## config.mk

```make
export PLATFORM = sky130hd
export DESIGN_NAME = uart_fmt_tx
export DESIGN_NICKNAME = d
export VERILOG_FILES = /design/src/rtl/uft_pkg.sv /design/src/rtl/uft_baud.sv /design/src/rtl/uft_engine.sv /design/src/rtl/uart_fmt_tx.sv
export SDC_FILE = /design/constraint.sdc
export NUM_CORES = 1
export LEC_CHECK = 0
export ABC_AREA = 1
export CORE_ASPECT_RATIO = 1.75
export CORE_MARGIN = 4
export CORE_UTILIZATION = 60
export CTS_BUF_LIST = sky130_fd_sc_hd__clkbuf_4
export DETAILED_ROUTE_END_ITERATION = 10
export PLACE_DENSITY = 0.87
export SLEW_MARGIN = 5
export SYNTH_ARGS = -nofsm -noshare
export SYNTH_HDL_FRONTEND = slang
export SYNTH_SLANG_ARGS = --single-unit
export TNS_END_PERCENT = 100
```

## constraint.sdc

```tcl
create_clock -name clk -period 3.95 [get_ports clk]
set_clock_uncertainty 0.2 [all_clocks]
set_input_delay 0.5925 -clock clk [delete_from_list [all_inputs] [get_ports clk]]
set_output_delay 0.5925 -clock clk [all_outputs]
set_load 0.03 [all_outputs]
```

## src/rtl/uft_pkg.sv

```systemverilog
`timescale 1ns/1ps
package uft_pkg;

    localparam int TICKS_PER_BIT = 16;
    localparam int TCNT_W        = 5;

    typedef enum logic [2:0] {
        ST_IDLE,
        ST_START,
        ST_DATA,
        ST_PAR,
        ST_STOP
    } tx_state_e;

    // bit positions of the control byte
    typedef struct packed {
        logic       dlab;
        logic       brk;
        logic [1:0] par_sel;
        logic       par_en;
        logic       stop_long;
        logic [1:0] wsel;
    } ctrl_t;

    // part of the control byte captured per frame
    typedef struct packed {
        logic [1:0] wsel;
        logic       stop_long;
        logic       par_en;
        logic [1:0] par_sel;
    } frame_fmt_t;

    function automatic frame_fmt_t fmt_of(input ctrl_t c);
        frame_fmt_t f;
        f.wsel      = c.wsel;
        f.stop_long = c.stop_long;
        f.par_en    = c.par_en;
        f.par_sel   = c.par_sel;
        return f;
    endfunction

    function automatic logic [3:0] word_bits(input logic [1:0] wsel);
        return 4'd5 + {2'b00, wsel};
    endfunction

    // last tick index of the stop period
    function automatic logic [TCNT_W-1:0] stop_last(input frame_fmt_t f);
        if (!f.stop_long)       return 5'd15;
        else if (f.wsel == 2'b00) return 5'd23;
        else                    return 5'd31;
    endfunction

    function automatic logic [7:0] word_mask(input logic [1:0] wsel, input logic [7:0] d);
        logic [7:0] m;
        m = 8'hFF >> (3'd3 - {1'b0, wsel});
        return d & m;
    endfunction

    function automatic logic parity_bit(input frame_fmt_t f, input logic [7:0] d);
        logic ones;
        ones = ^word_mask(f.wsel, d);
        case (f.par_sel)
            2'b00:   return ~ones;
            2'b01:   return ones;
            2'b10:   return 1'b1;
            default: return 1'b0;
        endcase
    endfunction

endpackage

```

## src/rtl/uft_baud.sv

```systemverilog
`timescale 1ns/1ps
module uft_baud #(
    parameter int DIV_W = 16
) (
    input  logic             clk,
    input  logic             rst,
    input  logic             clr,
    input  logic [DIV_W-1:0] div,
    output logic             tick
);
    logic [DIV_W-1:0] cnt;

    assign tick = (div != '0) && (cnt == div - DIV_W'(1));

    always_ff @(posedge clk) begin
        if (rst || clr)       cnt <= '0;
        else if (div == '0)   cnt <= '0;
        else if (tick)        cnt <= '0;
        else                  cnt <= cnt + DIV_W'(1);
    end

    AST_DIV0_CNT_CLEAR: assert property (@(posedge clk) disable iff (rst)
        (div == '0) |=> (cnt == '0));

endmodule

```

## src/rtl/uft_engine.sv

```systemverilog
`timescale 1ns/1ps
module uft_engine
    import uft_pkg::*;
(
    input  logic       clk,
    input  logic       rst,
    input  logic       tick,
    input  logic       req,
    input  logic [7:0] din,
    input  frame_fmt_t fmt_in,
    output logic       ready,
    output logic       accept,
    output logic       line_raw,
    output logic       idle
);
    tx_state_e          state;
    frame_fmt_t         fmt_q;
    logic [7:0]         sh;
    logic [3:0]         bits_left;
    logic               par_q;
    logic [TCNT_W-1:0]  tcnt;
    logic [TCNT_W-1:0]  tlast;

    assign idle   = (state == ST_IDLE);
    assign ready  = idle;
    assign accept = idle && req;
    assign tlast  = (state == ST_STOP) ? stop_last(fmt_q) : TCNT_W'(TICKS_PER_BIT - 1);

    always_comb begin
        case (state)
            ST_START: line_raw = 1'b0;
            ST_DATA:  line_raw = sh[0];
            ST_PAR:   line_raw = par_q;
            default:  line_raw = 1'b1;
        endcase
    end

    always_ff @(posedge clk) begin
        if (rst) begin
            state     <= ST_IDLE;
            fmt_q     <= '0;
            sh        <= '0;
            bits_left <= '0;
            par_q     <= 1'b0;
            tcnt      <= '0;
        end else if (accept) begin
            state     <= ST_START;
            fmt_q     <= fmt_in;
            sh        <= din;
            bits_left <= word_bits(fmt_in.wsel);
            par_q     <= parity_bit(fmt_in, din);
            tcnt      <= '0;
        end else if (!idle && tick) begin
            if (tcnt != tlast) begin
                tcnt <= tcnt + TCNT_W'(1);
            end else begin
                tcnt <= '0;
                case (state)
                    ST_START: state <= ST_DATA;
                    ST_DATA: begin
                        sh        <= sh >> 1;
                        bits_left <= bits_left - 4'd1;
                        if (bits_left == 4'd1)
                            state <= fmt_q.par_en ? ST_PAR : ST_STOP;
                    end
                    ST_PAR:  state <= ST_STOP;
                    default: state <= ST_IDLE;
                endcase
            end
        end
    end

    AST_FMT_FROZEN: assert property (@(posedge clk) disable iff (rst)
        (state != ST_IDLE) |=> $stable(fmt_q));
    AST_HOLD_NO_TICK: assert property (@(posedge clk) disable iff (rst)
        (state != ST_IDLE && !tick) |=> ($stable(state) && $stable(tcnt)));
    AST_BIT_TICKS: assert property (@(posedge clk) disable iff (rst)
        (state != ST_STOP) |-> (tcnt < TCNT_W'(TICKS_PER_BIT)));

endmodule

```

## src/rtl/uart_fmt_tx.sv

```systemverilog
`timescale 1ns/1ps
module uart_fmt_tx
    import uft_pkg::*;
#(
    parameter int DIV_W = 16
) (
    input  logic             clk,
    input  logic             rst,
    input  logic             ctrl_wr,
    input  logic [7:0]       ctrl_din,
    input  logic [DIV_W-1:0] baud_div,
    input  logic [7:0]       tx_data,
    input  logic             tx_valid,
    output logic             tx_ready,
    output logic             tx_line,
    output logic             divlatch_access
);
    ctrl_t ctrl_q;
    logic  tick;
    logic  accept;
    logic  line_raw;
    logic  eng_idle;

    always_ff @(posedge clk) begin
        if (rst)          ctrl_q <= '0;
        else if (ctrl_wr) ctrl_q <= ctrl_t'(ctrl_din);
    end

    uft_baud #(.DIV_W(DIV_W)) u_baud (
        .clk  (clk),
        .rst  (rst),
        .clr  (accept),
        .div  (baud_div),
        .tick (tick)
    );

    uft_engine u_engine (
        .clk      (clk),
        .rst      (rst),
        .tick     (tick),
        .req      (tx_valid),
        .din      (tx_data),
        .fmt_in   (fmt_of(ctrl_q)),
        .ready    (tx_ready),
        .accept   (accept),
        .line_raw (line_raw),
        .idle     (eng_idle)
    );

    assign tx_line         = line_raw & ~ctrl_q.brk;
    assign divlatch_access = ctrl_q.dlab;

    AST_IDLE_HIGH: assert property (@(posedge clk) disable iff (rst)
        (eng_idle && !ctrl_q.brk) |-> tx_line);
    AST_BUSY_AFTER_ACCEPT: assert property (@(posedge clk) disable iff (rst)
        (tx_valid && tx_ready) |=> !tx_ready);

endmodule

```

Word-level counts from Yosys, hierarchy flattened
Index checks and enable logic that the tools add are counted.

storage, ports and cells
  register bits after elaboration = 49
  latch bits = 0
  memory bits (writable) = 0
  bits in read-only memories = 0
  output and inout port bits = 3
  memories = 0

operators by class
  add/subtract/negate cells = 6
  multipliers = 0
  divide/modulo/power cells = 0
  order comparisons = 0
  eq/ne operators = 12
  shifts and indexed selects = 1
  multiplexer cells = 20
  bitwise operators = 5
  reduce and logical (&&, ||, !) cells = 18

operators by type and width
  cell                   count
  $mux 8                 4
  $mux 4                 5
  $add 16x1->16 const B  1
  $eq 16x16->1           1
  $logic_not 16->1       1
  $reduce_bool 16->1     1
  $sub 16x1->16 const B  1
  $mux 5                 3
  $pmux 3 s3             1
  $reduce_and 3->1       3
  $and 8x8->8            1
  $reduce_xor 8->1       1
  $shr 8x3->8 const A    1
  $eq 3x2->1 const B     2
  $mux 3                 2
  $pmux 1 s3             2
  $add 5x1->5 const B    1
  $ne 5x5->1             1
  $add 3x2->4 const A    1
  $eq 4x1->1 const B     1
  $logic_not 2->1        2
  $reduce_bool 2->1      2
  $sub 4x1->4 const B    1
  $eq 3x1->1 const B     1
  16 further kinds       22

Logic depth before layout (Yosys ltp)
Gate-level depths: netlist of run 1.

  depth in word-level cells = 8
  depth in mapped cells = 19
  gate-level depth less buffers = 18

Modules after synthesis
From an unflattened synthesis of run 1, not the netlist that was laid out.

unflattened totals
  cells, all modules = 507
  area, all modules = 3253.1 um^2

by module, submodules not included
  module       times used  cells an instance  area each (um^2)  sequential area each (um^2)
  uft_engine   1           224                1477.7            500.5
  uft_baud     1           230                1426.4            320.3
  uart_fmt_tx  1           53                 349.1             160.2

Worst setup path after synthesis of run 1
OpenSTA, ideal clock, no wires.

  path type = input to register
  start point = input baud_div[0]
  end point = register u_engine.sh[7]
  setup time = 113 ps
  arrival = 2193 ps
  required time = 3637 ps
  slack = 1444 ps
  cell stages on the path = 16
  buffers on the path = 1
  cell sequence = inv_1 > ha_1 > nand2_2 > nor2_4 > nand2_2 > nor2_1 > nand2_1 > nand3_2 > nand2_1 > nor2_1 > nand4_2 > nand2_2 > buf_6 > nand2_4 > o21ai_1 > inv_1

on the way
  word-level cells in the longest chain between the ends = 6

RTL lines
  element                        line               RTL
  start: declaration             uart_fmt_tx.sv:11  input logic [DIV_W-1:0] baud_div,
  $sub 16x1->16                  uft_baud.sv:13     assign tick = (div != '0) && (cnt == div - DIV_W'(1));
  $eq 16x16->1                   uft_baud.sv:13
  $logic_and 1x1->1 *            uft_baud.sv:13
  $logic_and 1x1->1 *            uft_engine.sv:53   end else if (!idle && tick) begin
  $reduce_bool 2->1 (no line) *  -
  $reduce_and 3->1 (no line) *   -
  end signal: assignment         uft_engine.sv:49   sh <= din;
  end signal: assignment         uft_engine.sv:61   sh <= sh >> 1;
  end: declaration               uft_engine.sv:18   logic [7:0] sh;

Mark *: on every way between the ends. The rest lies on a longest branch, timed or not.
A chain may end at the register's enable or synchronous reset.

Final worst setup path of run 1
  start point = input baud_div[0]
  end point = register u_baud.cnt[3]

on the way
  word-level cells in the longest chain between the ends = 4

RTL lines
  element                      line            RTL
  $sub 16x1->16                uft_baud.sv:13
  $eq 16x16->1                 uft_baud.sv:13
  $logic_and 1x1->1            uft_baud.sv:13
  $reduce_or 3->1 (no line) *  -
  end signal: assignment       uft_baud.sv:19  else cnt <= cnt + DIV_W'(1);
  end: declaration             uft_baud.sv:11  logic [DIV_W-1:0] cnt;

Marked as above.

==> results_dict.tcl, run 1 <==
set metrics [dict create \
    dr.first_iter.drc_count 135 \
    multiInputGateArea_sq_mm 0.00210 \
    path_delay_family "simple AND/OR/NAND/NOR gates" \
    maxCapViolations 0 \
    worstSetupPathType "in -> reg" \
    nets 615 \
    final_common_cell "nand2_1" \
    relSlewSlack 0.372 \
    leakage_nw 1.65 \
    via_per_inst 5.30 \
    rows 36 \
    critical_path.max_fanout 16 \
    grt-ovfl-total 0 \
    seq_area_sq_um 981 \
    worst_hold_slack_ps 275 \
    hp-class "reg -> reg" \
    syn_avg_cell_area_sq_um 6.34 \
    pin_count 39 \
    cts.path.max_buffers 2 \
    wl_met2_mm 4.83 \
    fill_cells 516 \
    dpl.hpwl_mm 7.14 \
    path_cells "clkdlybuf4s50_1 > inv_1 > ha_1 > nand2_2 > nor2_4 > nand2_2 > nor2_1 > nand2_1 > nand2_1 > nand2_1 > nand2_1 > nor2_1 > nand2_1 > nand3_1 > nor3b_1" \
    max_stage_delay_ps 470 \
    synth.distinct_cells 40 \
    antenna_cells 0 \
    track_usage 0.269 \
    synth-seq-area-share 0.289 \
    slew_viol_final 0 \
    syn_inst 535 \
    fp.dieH_um 107 \
    insertion_delay_ps 370 \
    power_mw 0.982 \
    antenna_found_initial 0 \
    grt_max_degree 26 \
    wire_per_inst_um 13.5 \
    drc 0 \
    start_util 0.612 \
    worstMarginPinSlew_ps 934 \
    ctsResizeCount 0 \
    core_sq_mm 0.00554 \
    cts_hold_buf 0 \
    cts_setup_buffers 0 \
    dieArea_sq_mm 0.00697 \
    cts_tree "done" \
    areaGrowthSynthToFinish_pct 13.9 \
    wl_met1_mm 3.02 \
    io_buffers 38 \
    setup-tns-final_ps 0 \
    place_congestion 1.02 \
    finalWirelength_mm 8.73 \
    dr_wl_met3_um 273 \
    layout_common_cells "nand2_1 (124), nor2_1 (89), inv_1 (66)" \
    cts.sinks 49 \
    finalSetupViolations 0 \
    fin_crit_sh 0.793 \
    drt_pass1_iterations 4 \
    critical_path_required_ps 4040 \
    grt_pass1_wl_mm 14.7 \
    fin_crit_ps 3130 \
    ant_nets 0 \
    grt_pass1_vias 3504 \
    clock_tree.root_cell "clkbuf_4" \
    cp-start-kind "primary input" \
    irDropWorstVdd_v 0.000219 \
    yosys_warnings 0 \
    endpoint_kind "flop" \
    cp_slowest_cell "clkdlybuf4s50_1" \
    status "finished clean" \
    cp.arrival_ps 3220 \
    syn_nets 578 \
    crit_top_cell "nand2_1" \
    htreeDepth 2 \
    hold_viol 0 \
    numCtsBuffers 5 \
    path_buf_inv 2 \
    layout-drive-gt1-share 0.0630 \
    top_layer "met4" \
    vias 3426 \
    max_freq_mhz 319 \
    rsz0062_at_grt "no" \
    cellPowerDensity_mw_per_mm2 254 \
    ys_ff_latch 49 \
    clk_pin_slew_ps 130 \
    synth_area_sq_mm 0.00339 \
    die_w_um 64.8 \
]
==> routing by layer <==
layer | vias up | track usage
met3 | 39 | 0.0345
met1 | 1520 | 0.229
met5 | - | 0
met2 | 92 | 0.533
met4 | 0 | 0.201
li1 | 1775 | -
==> registers in the layout, indices dropped and copies added, names as in the netlist <==
signal / cells
ctrl_q: 7
u_engine.bits_left: 4
u_engine.state: 3
u_engine.par_q: 1
u_engine.fmt_q: 4
u_baud.cnt: 16
u_engine.sh: 8
u_engine.tcnt: 5
divlatch_access: 1
==> layout make-up <==
| type | count | area share |
|---|---|---|
| Clock inverter | 1 | 0.00129 |
| Inverter | 68 | 0.0660 |
| Timing Repair Buffer | 40 | 0.102 |
| Clock buffer | 5 | 0.00971 |
| Tap cell | 76 | 0.0246 |
| Sequential cell | 49 | 0.254 |
| Multi-Input combinational cell | 408 | 0.542 |
==> worst register-to-register path, stage by stage (launching register included) <==
cell and delay (ps):
dfxtp_1 370, inv_1 110, nand2_1 80, nor2_1 300, nand2_1 410, clkinv_1 290
nor2_1 60, inv_1 470, nand3_1 160, nand2_1 100, nor2_1 40
==> synth_stat cells, drive strengths merged <==
library cell	number	area (sq um)
a211oi	2	15.0
a21oi	31	155
a31oi	1	6.26
and3	1	6.26
buf	5	41.3
clkbuf	5	18.8
clkinv	1	3.75
dfxtp	49	981
ha	7	87.6
inv	67	251
mux2i	5	50.1
nand2	131	514
nand2b	2	12.5
nand3	38	195
nand3b	6	45.0
nand4	8	56.3
nor2	99	427
nor3	11	65.1
nor3b	4	30.0
nor4	3	18.8
o21a	1	7.51
o21ai	25	133
o21bai	1	7.51
o22ai	1	6.26
o31ai	1	7.51
or2	5	31.3
xnor2	11	96.3
xor2	14	123
==> kinds of logic (layout without fill, tap and decap cells) <==
group | Yosys count | in the layout | synth area share
buf+inv | 78 | 114 | 0.0930
flops | 49 | 49 | 0.289
mux | 5 | 5 | 0.0148
simple gates | 308 | 308 | 0.413
fa+ha+maj | 7 | 7 | 0.0258
compound gates | 63 | 63 | 0.0996
xor+xnor | 25 | 25 | 0.0646
==> final timing paths <==
| path | from | endpoint | cells past startpoint | slack [ps] |
|---|---|---|---|---|
| worst max-delay path | baud_div[0] | u_baud.cnt[3] | 15 | 820 |
| worst min-delay path | ctrl_q[5] | ctrl_q[5] | 2 | 270 |
| worst max register to register | u_engine.state[1] | u_engine.sh[6] | 10 | 1260 |
| worst min register to register | ctrl_q[5] | ctrl_q[5] | 2 | 270 |
==> metrics by stage <==
stage	util	setup slack (ps)	cell area, sq um	cells
finish	0.698	818	3860	647
global route	0.698	471	3860	647
CTS	0.698	807	3860	647
detailed placement	0.690	417	3820	641
global placement	0.690	454	3820	641
floorplan	-	1440	3390	535
==> report_power, final <==
part / switching (mW) / internal [mW]
clock: 0.153 / 0.0621
combinational: 0.136 / 0.100
sequential: 0.0149 / 0.516
total: 0.304 / 0.678
(Power assumes the default switching activity.)
==> run 2: changes to the inputs <==
- CORE_UTILIZATION: 60 -> 53
- PLACE_DENSITY: 0.87 -> 0.81
- clock period: 3.95 -> 2.8 ns (I/O delays scaled with it)
==> run 2 against run 1 <==
Combinational power grew 56%. Cell area grew 7.6%. Total power grew 47%. First-iteration DRC count grew 27%. Via count grew 2.5%. Die area grew 12%. Sequential power grew 41%. Critical path depth grew 2. Utilization shrank 3.0 points. Sequential share of layout area shrank 1.8 points. Critical endpoint is now u_engine.bits_left[1].
==> results_dict.tcl, run 2 (same netlist as run 1, synthesis figures left out) <==
set metrics [dict create \
    clk_pin_slew_ps 130 \
    critical_path.max_fanout 18 \
    dpl.hpwl_mm 7.22 \
    dr.first_iter.drc_count 172 \
    endpoint_kind "flop" \
    core_sq_mm 0.00623 \
    relSlewSlack 0.598 \
    max_freq_mhz 378 \
    reg_top3 "u_baud.cnt: 16 flops, u_engine.sh: 8 flops, ctrl_q: 7 flops" \
    drc 0 \
    status "finished clean" \
    cts_setup_buffers 0 \
    rows 38 \
    ant_nets 0 \
    slew_viol_final 0 \
    placed_cell_area_sq_mm 0.00408 \
    leakage_nw 1.81 \
    cp.arrival_ps 2730 \
    power_mw 1.44 \
    irDropWorstVdd_v 0.000372 \
    layout-drive-gt1-share 0.118 \
    drt_pass1_iterations 4 \
    place_congestion 0.952 \
    cts_hold_buf 0 \
    grt_pass1_vias 3389 \
    clock_tree.root_cell "clkbuf_4" \
    areaGrowthSynthToFinish_pct 22.6 \
    worstSetupPathType "in -> reg" \
    top_register "u_baud.cnt" \
    insertion_delay_ps 380 \
    via_per_inst 5.14 \
    maxCapViolations 0 \
    grt-ovfl-total 0 \
    stdcell_area_sq_mm 0.00416 \
    holdCritStartpoint "ctrl_q[5]" \
    finalSetupViolations 0 \
    largest_reg_flops 16 \
    numCtsBuffers 5 \
    r2r_start "u_engine.state[2]" \
    cts.path.max_buffers 2 \
    hold_viol 0 \
    start_util 0.545 \
    pin_count 39 \
    cts_tree "done" \
    cts.sinks 49 \
    antenna_found_initial 0 \
    layout_common_cells "nand2_1 (124), nor2_1 (87), inv_1 (66)" \
    htreeDepth 2 \
    antenna_cells 0 \
    fp.dieH_um 114 \
    track_usage 0.240 \
    fin_ws_ps 153 \
    io_buffers 38 \
    grt_max_degree 25 \
    pre_cts_ws_ps -301 \
    ff2ff_path_depth 11 \
    hold_depth 2 \
    hp-class "reg -> reg" \
    cellPowerDensity_mw_per_mm2 347 \
    critical_path_required_ps 2880 \
    worstMarginPinSlew_ps 602 \
    worstSetupStartpoint "baud_div[0]" \
    grt_pass1_wl_mm 14.2 \
    fin_crit_sh 0.945 \
    nets 645 \
    die_w_um 68.5 \
    finalWirelength_mm 8.73 \
    vias 3513 \
    cp-start-kind "primary input" \
    dieArea_sq_mm 0.00779 \
    fin_crit_ps 2650 \
    wire_per_inst_um 12.8 \
    final_common_cell "nand2_1" \
]
run 2: cell type report:
type                            count  area, sq um
Clock buffer                        6         45.0
Clock inverter                      2         10.0
Fill cell                         577         2070
Inverter                           68          255
Multi-Input combinational cell    408         2120
Sequential cell                    49          981
Tap cell                           80          100
Timing Repair Buffer               70          646
run 2: stage by stage:
stage | instances | utilization | hold WS, ps | TNS, ps
floorplan | 535 | - | 230 | 0
global placement | 675 | 0.655 | 242 | -4850
detailed placement | 675 | 0.655 | 255 | -6410
CTS | 683 | 0.664 | 274 | 0
global route | 683 | 0.668 | 288 | -120
finish | 683 | 0.668 | 273 | 0
run 2: layer usage:
metal  global-route usage  wire, um  up-vias
li1                     -         -     1840
met1                0.212      3090     1552
met2                0.452      4720       83
met3               0.0305       287       38
met4                0.183       626        0
met5                    0         0        -
run 2: timing repair:
item	in CTS	in global routing
endpoints found under the setup margin	0	14
hold endpoints to repair	0	0
gates resized for setup	0	8
run 2: worst max-delay path: stages:
cell	delay, ps
clkdlybuf4s50_1	420
inv_1	90
buf_4	120
nand2_2	100
nor2_1	290
o21ai_0	180
nand2_1	120
nand2_1	70
inv_1	50
nand3_1	100
nor2_4	120
nand4_2	140
nand2_4	120
buf_12	150
nand3_1	80
nand2_1	90
nor2_1	40
run 2: final timing paths:
check | end | slack (ps)
max reg2reg | u_engine.bits_left[1] | 390
max | u_engine.bits_left[1] | 150
min reg2reg | ctrl_q[5] | 270
min | ctrl_q[5] | 270
run 2: power breakdown:
| part | switching (mW) | internal, mW | total (mW) |
|---|---|---|---|
| logic | 0.197 | 0.171 | 0.368 |
| registers | 0.0202 | 0.727 | 0.748 |
| clock network | 0.221 | 0.106 | 0.327 |
| total | 0.438 | 1.00 | 1.44 |
==> run 3: changes to the inputs <==
- CTS_CLUSTER_SIZE: not set -> 14
==> results of run 3 <==
No change in the layout: final DEF, timing and power equal those of run 2.
